File: src/rtl/corr_bpred_pkg.sv
package corr_bpred_pkg;
  typedef enum logic {DIR_NT = 1'b0, DIR_T = 1'b1} dir_e;

  // a stored guess disagrees with the resolved outcome
  function automatic logic is_miss(input logic guess, input logic actual);
    return guess ^ actual;
  endfunction

  // row select taken from the word-aligned PC bits
  function automatic logic [3:0] row_of(input logic [31:0] pc);
    return pc[5:2];
  endfunction
endpackage

File: src/rtl/corr_bpred_hist.sv
module corr_bpred_hist (
  input  logic clk,
  input  logic rst,
  input  logic upd_vld,
  input  logic upd_taken,
  output logic hist
);
  always_ff @(posedge clk) begin
    if (rst)          hist <= 1'b0;
    else if (upd_vld) hist <= upd_taken;
  end

  AST_HIST_FOLLOW: assert property (@(posedge clk) disable iff (rst)
    upd_vld |=> hist == $past(upd_taken));
  AST_HIST_HOLD: assert property (@(posedge clk) disable iff (rst)
    !upd_vld |=> $stable(hist));
endmodule

File: src/rtl/corr_bpred_table.sv
module corr_bpred_table #(
  parameter int ROW_W = 4
) (
  input  logic             clk,
  input  logic             rst,
  input  logic [ROW_W-1:0] rd_row,
  input  logic             rd_col,
  output logic             rd_bit,
  input  logic             wr_vld,
  input  logic [ROW_W-1:0] wr_row,
  input  logic             wr_col,
  input  logic             wr_actual,
  output logic             wr_miss
);
  import corr_bpred_pkg::*;
  localparam int ROWS  = 1 << ROW_W;
  localparam int NBITS = 2 * ROWS;

  logic [NBITS-1:0] bits_q;
  logic             wr_old;
  logic             flip_en;

  assign rd_bit  = bits_q[{rd_row, rd_col}];
  assign wr_old  = bits_q[{wr_row, wr_col}];
  assign wr_miss = wr_vld & is_miss(wr_old, wr_actual);
  assign flip_en = wr_miss;

  for (genvar r = 0; r < ROWS; r++) begin : g_row
    for (genvar c = 0; c < 2; c++) begin : g_col
      always_ff @(posedge clk) begin
        if (rst) bits_q[2*r+c] <= 1'b0;
        else if (flip_en && wr_row == ROW_W'(r) && wr_col == 1'(c))
          bits_q[2*r+c] <= ~bits_q[2*r+c];
      end
    end
  end

  AST_RESET_CLEAR: assert property (@(posedge clk)
    rst |=> bits_q == '0);
  AST_WRITE_LANDS: assert property (@(posedge clk) disable iff (rst)
    wr_vld |=> bits_q[$past({wr_row, wr_col})] == $past(wr_actual));
  AST_HIT_NO_CHANGE: assert property (@(posedge clk) disable iff (rst)
    !wr_miss |=> $stable(bits_q));
  AST_SINGLE_FLIP: assert property (@(posedge clk) disable iff (rst)
    wr_miss |=> $countones(bits_q ^ $past(bits_q)) == 1);
endmodule

File: src/rtl/corr_bpred_misscnt.sv
module corr_bpred_misscnt #(
  parameter int CNT_W = 16
) (
  input  logic             clk,
  input  logic             rst,
  input  logic             inc,
  output logic [CNT_W-1:0] cnt
);
  localparam logic [CNT_W-1:0] TOP = '1;
  logic at_top;
  assign at_top = (cnt == TOP);

  always_ff @(posedge clk) begin
    if (rst)                 cnt <= '0;
    else if (inc && !at_top) cnt <= cnt + 1'b1;
  end

  AST_NO_OVERFLOW: assert property (@(posedge clk) disable iff (rst)
    at_top |=> cnt == TOP);
  AST_CNT_STEP: assert property (@(posedge clk) disable iff (rst)
    (inc && !at_top) |=> cnt == $past(cnt) + 1'b1);
  AST_CNT_HOLD: assert property (@(posedge clk) disable iff (rst)
    !inc |=> $stable(cnt));
endmodule

File: src/rtl/corr_bpred.sv
module corr_bpred #(
  parameter int PC_W    = 32,
  parameter int ROW_W   = 4,
  parameter int ROW_LSB = 2,
  parameter int CNT_W   = 16
) (
  input  logic             clk,
  input  logic             rst,
  input  logic             lookup_vld,
  input  logic [PC_W-1:0]  lookup_pc,
  output logic             lookup_taken,
  input  logic             resolve_vld,
  input  logic [PC_W-1:0]  resolve_pc,
  input  logic             resolve_taken,
  output logic [CNT_W-1:0] miss_count
);
  localparam int ROW_MSB = ROW_LSB + ROW_W - 1;

  logic             hist;
  logic             rd_bit;
  logic             miss_ev;
  logic [ROW_W-1:0] lk_row;
  logic [ROW_W-1:0] rs_row;
  logic             unused_pc_bits;

  assign lk_row = lookup_pc[ROW_MSB:ROW_LSB];
  assign rs_row = resolve_pc[ROW_MSB:ROW_LSB];
  assign unused_pc_bits = ^{lookup_pc[PC_W-1:ROW_MSB+1], lookup_pc[ROW_LSB-1:0],
                            resolve_pc[PC_W-1:ROW_MSB+1], resolve_pc[ROW_LSB-1:0]};

  corr_bpred_hist u_hist (
    .clk(clk), .rst(rst), .upd_vld(resolve_vld), .upd_taken(resolve_taken), .hist(hist)
  );

  corr_bpred_table #(.ROW_W(ROW_W)) u_table (
    .clk(clk), .rst(rst),
    .rd_row(lk_row), .rd_col(hist), .rd_bit(rd_bit),
    .wr_vld(resolve_vld), .wr_row(rs_row), .wr_col(hist),
    .wr_actual(resolve_taken), .wr_miss(miss_ev)
  );

  corr_bpred_misscnt #(.CNT_W(CNT_W)) u_cnt (
    .clk(clk), .rst(rst), .inc(miss_ev), .cnt(miss_count)
  );

  assign lookup_taken = lookup_vld & rd_bit;

  AST_MISS_NEEDS_RESOLVE: assert property (@(posedge clk) disable iff (rst)
    !resolve_vld |-> !miss_ev);
  AST_RESET_COUNT: assert property (@(posedge clk)
    rst |=> miss_count == '0);
endmodule

File: config.mk
export PLATFORM = sky130hd
export DESIGN_NAME = corr_bpred
export DESIGN_NICKNAME = d
export VERILOG_FILES = /design/src/rtl/corr_bpred_pkg.sv /design/src/rtl/corr_bpred_hist.sv /design/src/rtl/corr_bpred_table.sv /design/src/rtl/corr_bpred_misscnt.sv /design/src/rtl/corr_bpred.sv
export SDC_FILE = /design/constraint.sdc
export NUM_CORES = 1
export LEC_CHECK = 0
export ABC_AREA = 0
export BUFFER_PORTS_ARGS = -buffer_cell sky130_fd_sc_hd__buf_2
export CAP_MARGIN = 10
export CORE_ASPECT_RATIO = 0.9
export CORE_MARGIN = 3
export CORE_UTILIZATION = 45
export CTS_BUF_LIST = sky130_fd_sc_hd__clkbuf_4 sky130_fd_sc_hd__clkbuf_8
export DETAILED_ROUTE_END_ITERATION = 10
export PLACE_DENSITY = 0.72
export SYNTH_ARGS = -nofsm -noshare
export SYNTH_HDL_FRONTEND = slang
export SYNTH_SLANG_ARGS = --single-unit
export TNS_END_PERCENT = 20
File: constraint.sdc
create_clock -name clk -period 7.15 [get_ports clk]
set_input_delay 0.715 -clock clk [delete_from_list [all_inputs] [get_ports clk]]
set_output_delay 0.715 -clock clk [all_outputs]
set_load 0.02 [all_outputs]
[Word-level counts from Yosys, hierarchy flattened]
Index checks and enable logic that the tools add are counted.
W data, S select, Z words.
Storage, ports and cells
  bits of input ports: 69
  bits in registers: 49
  output and inout port bits: 17
  logic and storage cells: 144
Operators by class
  bitwise gates (word level): 36
  muxes and demuxes: 4
  reductions and logical operators: 51
  $add $sub $neg: 1
  equality and inequality tests: 16
  magnitude comparators: 2
Operator list (count)
  $logic_and A1 B1 Y1: 49
  $not A1 Y1: 33
  $eq A4 B4 Y1 const B: 8
  $add A16 B1 Y16 const B: 1
  $eq A16 B16 Y1 const B: 1
  $eq A4 B3 Y1 const B: 4
  $lt A5 B6 Y1 const B: 2
  $bmux W1 S5: 2
  $eq A4 B2 Y1 const B: 2
  $eq A4 B1 Y1 const B: 1
  $logic_not A4 Y1: 1
  $and A1 B1 Y1: 2
  $mux W1: 2
  $logic_not A1 Y1: 1
  $xor A1 B1 Y1: 1

[Logic depth before layout (Yosys ltp)]
  depth after elaboration: 6
  mapped depth: 11

[Modules after synthesis]
From an unflattened synthesis, not the netlist that was laid out.
Second synthesis, totals
  cell total of the unflattened synthesis: 301
  area total of the unflattened synthesis: 2932.8 sq um
By module, submodules not included
  corr_bpred_table: times used 1, cells an instance 201, area an instance 2059.5 sq um
  corr_bpred_misscnt: times used 1, cells an instance 96, area an instance 833.3 sq um
  corr_bpred_hist: times used 1, cells an instance 3, area an instance 33.8 sq um
  corr_bpred: times used 1, cells an instance 1, area an instance 6.3 sq um

[Worst setup path after synthesis]
OpenSTA, ideal clock, no wires.
  path kind: input -> output
  start point: input lookup_pc[2]
  end point: output lookup_taken
  data required time: 6435 ps
  arrival time: 2204 ps
  path buffers: 1
  setup slack: 4231 ps
  cell stages on the path: 5
  cells stage by stage: clkbuf_1 > mux4_2 > mux4_2 > mux2i_1 > nor2b_1
On the way
  longest elaborated chain between the ends: 3
Ends and longest elaborated chain
  start, declared: RTL line corr_bpred.sv:10  | input logic [PC_W-1:0] lookup_pc,
  $bmux W1 S5: RTL line corr_bpred_table.sv:23  | assign rd_bit = bits_q[{rd_row, rd_col}];
  $mux W1 (implied by the code): RTL line corr_bpred_table.sv:23
  $and A1 B1 Y1: RTL line corr_bpred.sv:46  | assign lookup_taken = lookup_vld & rd_bit;
  end, declared: RTL line corr_bpred.sv:11  | output logic lookup_taken,
No other way between the ends. The select of a mux whose other input is x is not followed.

[Worst setup path after layout]
  start point: register u_hist.hist
  end point: output lookup_taken
On the way
  longest elaborated chain between the ends: 3
Ends and longest elaborated chain
  start, declared: RTL line corr_bpred_hist.sv:6  | output logic hist
  start signal, assigned: RTL line corr_bpred_hist.sv:10  | else if (upd_vld) hist <= upd_taken;
  $bmux W1 S5: RTL line corr_bpred_table.sv:23
  $mux W1 (implied by the code): RTL line corr_bpred_table.sv:23
  $and A1 B1 Y1: RTL line corr_bpred.sv:46
No other way between the ends. The select of a mux whose other input is x is not followed.

==> flow_results.xml <==
<?xml version="1.0" encoding="UTF-8"?>
<metrics>
  <group name="cts">
    <metric name="clkLatencyLatePin" unit="ps">310</metric>
    <metric name="clk_transition_reported_paths" unit="ps">90</metric>
    <metric name="tritoncts_buffers" unit="">5</metric>
    <metric name="cts_root_buffer" unit="">clkbuf_8</metric>
    <metric name="number_of_buffers_between_clock_root_and_the_deepest_sink" unit="">2</metric>
    <metric name="clock_sinks" unit="">49</metric>
    <metric name="cts.hold.buffers_added" unit="">0</metric>
    <metric name="post_cts.repair.setup_buffers" unit="">0</metric>
    <metric name="tritoncts" unit="">done</metric>
    <metric name="postCtsResizedCells" unit="">0</metric>
    <metric name="ctsHtreeMaxLevel" unit="">2</metric>
  </group>
  <group name="setup_path">
    <metric name="path_cells" unit="">buf_4 -&gt; mux4_2 -&gt; mux4_2 -&gt; mux2i_1 -&gt; nor2b_1 -&gt; buf_2</metric>
    <metric name="crit_family" unit="">multiplexers</metric>
    <metric name="worstSetupPathType" unit="">reg2out</metric>
    <metric name="crit_start" unit="">u_hist.hist</metric>
    <metric name="cp_data_arrival_time" unit="ps">2440</metric>
    <metric name="worstPathBufferInverterCount" unit="">2</metric>
    <metric name="critical_path_required_time" unit="ps">6430</metric>
    <metric name="cp_max_fo" unit="">32</metric>
    <metric name="worst_path_most_repeated_cell" unit="">mux4_2</metric>
    <metric name="timing.critical_path.slowest_cell_delay" unit="ps">590</metric>
    <metric name="crit-reg2reg-launch" unit="">u_hist.hist</metric>
    <metric name="cp-start-kind" unit="">flop</metric>
    <metric name="worstSetupEndpointType" unit="">primary output</metric>
    <metric name="slowest_stage" unit="">mux4_2</metric>
  </group>
  <group name="layout">
    <metric name="diodes" unit="">0</metric>
    <metric name="mostFrequentLayoutCell" unit="">dfxtp_1</metric>
    <metric name="fraction_of_layout_instances_using_a_drive_strength_above_1" unit="%">18.2</metric>
    <metric name="layout.nets" unit="">409</metric>
    <metric name="mostFrequentLayoutCells" unit="">dfxtp_1 (49), a21oi_1 (39), or3_1 (37)</metric>
    <metric name="fin_util" unit="%">52.4</metric>
    <metric name="final_design_area_no_fill" unit="um^2">3090</metric>
    <metric name="post_layout_nonfiller_instances" unit="">424</metric>
    <metric name="area.growth.synth_to_final" unit="%">8.35</metric>
  </group>
  <group name="placed_design">
    <metric name="portBuffers" unit="">29</metric>
    <metric name="detailedPlacementHpwl" unit="um">4490</metric>
    <metric name="routabilityCongestion" unit="">0.770</metric>
    <metric name="dpl-instance-area" unit="um^2">2980</metric>
    <metric name="placedCellCount" unit="">416</metric>
  </group>
  <group name="routing">
    <metric name="vias" unit="">2512</metric>
    <metric name="wirelength" unit="um">6550</metric>
    <metric name="route.detailed.drc" unit="">0</metric>
    <metric name="final_routed_wire_length_divided_by_cell_count" unit="um">15.4</metric>
    <metric name="detail_route.vias_per_cell" unit="">5.92</metric>
    <metric name="drt.antenna.violating_nets" unit="">0</metric>
    <metric name="drt-pass1-iter-count" unit="">4</metric>
    <metric name="number_of_violations_reported_at_the_end_of_detailed_routing_iteration_0" unit="">196</metric>
  </group>
  <group name="global_routing">
    <metric name="overflow" unit="">0</metric>
    <metric name="grt_antenna_before_repair" unit="">0</metric>
    <metric name="grt_start_max_net_pins" unit="">54</metric>
    <metric name="grt_pass1_wl" unit="um">11100</metric>
    <metric name="grt_pass1_vias" unit="">2411</metric>
    <metric name="globalRouteTotalUtil" unit="%">18.6</metric>
  </group>
  <group name="pwr">
    <metric name="design_power_total" unit="W">0.000522</metric>
    <metric name="power_leakage" unit="nW">1.09</metric>
    <metric name="power.density" unit="nW/um^2">169</metric>
    <metric name="peakVddDrop" unit="mV">0.0651</metric>
  </group>
  <group name="die">
    <metric name="floorplan.initialDensity" unit="%">48.4</metric>
    <metric name="boundaryPins" unit="">86</metric>
    <metric name="rows" unit="">26</metric>
    <metric name="die_area" unit="um^2">7320</metric>
    <metric name="fp.dieW" unit="um">89.9</metric>
    <metric name="die_y" unit="um">81.5</metric>
    <metric name="core_area" unit="um^2">5890</metric>
  </group>
  <group name="synth">
    <metric name="postSynthNetCount" unit="">394</metric>
    <metric name="synth.yosys.seq_area_share" unit="%">34.4</metric>
    <metric name="yosys_register_bits" unit="">49</metric>
    <metric name="yosysUniqueCellTypes" unit="">41</metric>
    <metric name="synth_area" unit="um^2">2850</metric>
    <metric name="flip_flop_cell_with_the_highest_count_after_synthesis" unit="">dfxtp_1</metric>
    <metric name="number_of_synthesized_flops_with_an_enable_pin" unit="">0</metric>
    <metric name="average_footprint_of_a_synthesized_cell" unit="um^2">8.79</metric>
    <metric name="synth_cells" unit="">324</metric>
    <metric name="ys_async_sr_fraction" unit="%">0</metric>
    <metric name="synth-warning-count" unit="">0</metric>
  </group>
  <group name="sta">
    <metric name="rsz0062_at_grt" unit="">false</metric>
    <metric name="maxSlewHeadroom" unit="%">33.6</metric>
    <metric name="fmaxAchievable" unit="MHz">317</metric>
    <metric name="totalNegativeSetupSlack" unit="ps">0</metric>
    <metric name="timing.clock.skew" unit="ps">7.17</metric>
    <metric name="setup_viol" unit="">0</metric>
    <metric name="maxSlewViolCount" unit="">0</metric>
    <metric name="period_minus_ws_final" unit="ps">3160</metric>
    <metric name="hold_viol" unit="">0</metric>
    <metric name="fin_crit_sh" unit="%">44.1</metric>
    <metric name="worst-slew-pin-transition" unit="ps">996</metric>
  </group>
  <group name="status">
    <metric name="outcome" unit="">complete, no violations</metric>
  </group>
  <group name="run">
    <metric name="cap_violations" unit="">0</metric>
  </group>
  <group name="worst_hold_path">
    <metric name="min-delay-path-class" unit="">reg2reg</metric>
    <metric name="hold_path_startpoint" unit="">u_hist.hist</metric>
  </group>
</metrics>
==> routing by layer <==
metal	vias to the layer above	track usage (%)	routed length (um)	part of all wire (%)
li1	1236	-	-	-
met1	1212	24.7	3100	47
met2	57	30.3	3070	47
met3	7	3.85	308	4.7
met4	0	6.73	72	1.1
met5	-	0	0	0
==> cells by family (layout without fill, tap and decap cells) <==
logic type	after synthesis	in the layout	share of synthesized area, %
AO/OA/AOI/OAI	98	98	19.0
XOR/XNOR	4	4	1.49
adder cells (fa/ha/maj)	1	1	0.439
buffers and inverters	25	41	4.66
flip-flops	49	49	34.4
multiplexers	37	37	18.7
AND/OR/NAND/NOR	110	110	21.2
==> area by class of cell <==
| cell class | count | area, um^2 |
|---|---|---|
| fill | 562 | 2800 |
| clock buffer | 7 | 96.3 |
| inverter | 3 | 11.3 |
| clock inverter | 1 | 5.00 |
| multi-input combinational | 250 | 1730 |
| sequential | 49 | 981 |
| tap | 84 | 105 |
| timing repair buffer | 30 | 153 |
==> final timing paths <==
check,to,slack [ps],depth (start not counted)
hold / removal,u_hist.hist,480,2
setup reg to reg,u_cnt.cnt[1],4080,8
hold reg to reg,u_hist.hist,480,2
setup / recovery,lookup_taken,3990,6
==> cell usage after synthesis (7+ instances only) <==
master     n  area share (%)
dfxtp_1   49              34
a21oi_1   39             6.9
or3_1     37             8.1
o21ai_0   36             6.3
nor2_1    22             2.9
nand2_1   12             1.6
mux2_1    11             4.3
clkbuf_1  10             1.3
mux4_2    10             7.9
o22ai_1    8             1.8
mux2_2     7             2.8
==> where the power goes <==
part           switching, W  internal [W]  total [W]
registers        0.00000310      0.000276   0.000279
clock network     0.0000942     0.0000876   0.000182
logic             0.0000399     0.0000216  0.0000614
==> flip-flops by register name, summed over array words and instances, names as in the netlist <==
register and flops:
u_hist.hist 1, u_cnt.cnt 16, u_table.bits_q 32
==> worst reg2reg max path: cells and delay by family (launching register included) <==
family,cells,cell delay [ps]
AO/OA/AOI/OAI,3,810
buffers and inverters,1,370
AND/OR/NAND/NOR,1,50
multiplexers,3,1360
flip-flops,1,340
==> metrics by stage <==
stage          setup WS (ps)  hold WS (ps)
6_report                3990           478
5_1_grt                 3710           508
4_1_cts                 3960           483
3_5_place_dp            3800           470
3_3_place_gp            3860           456
2_1_floorplan           4230           464
No activity file was read; power rests on OpenSTA's default activity.
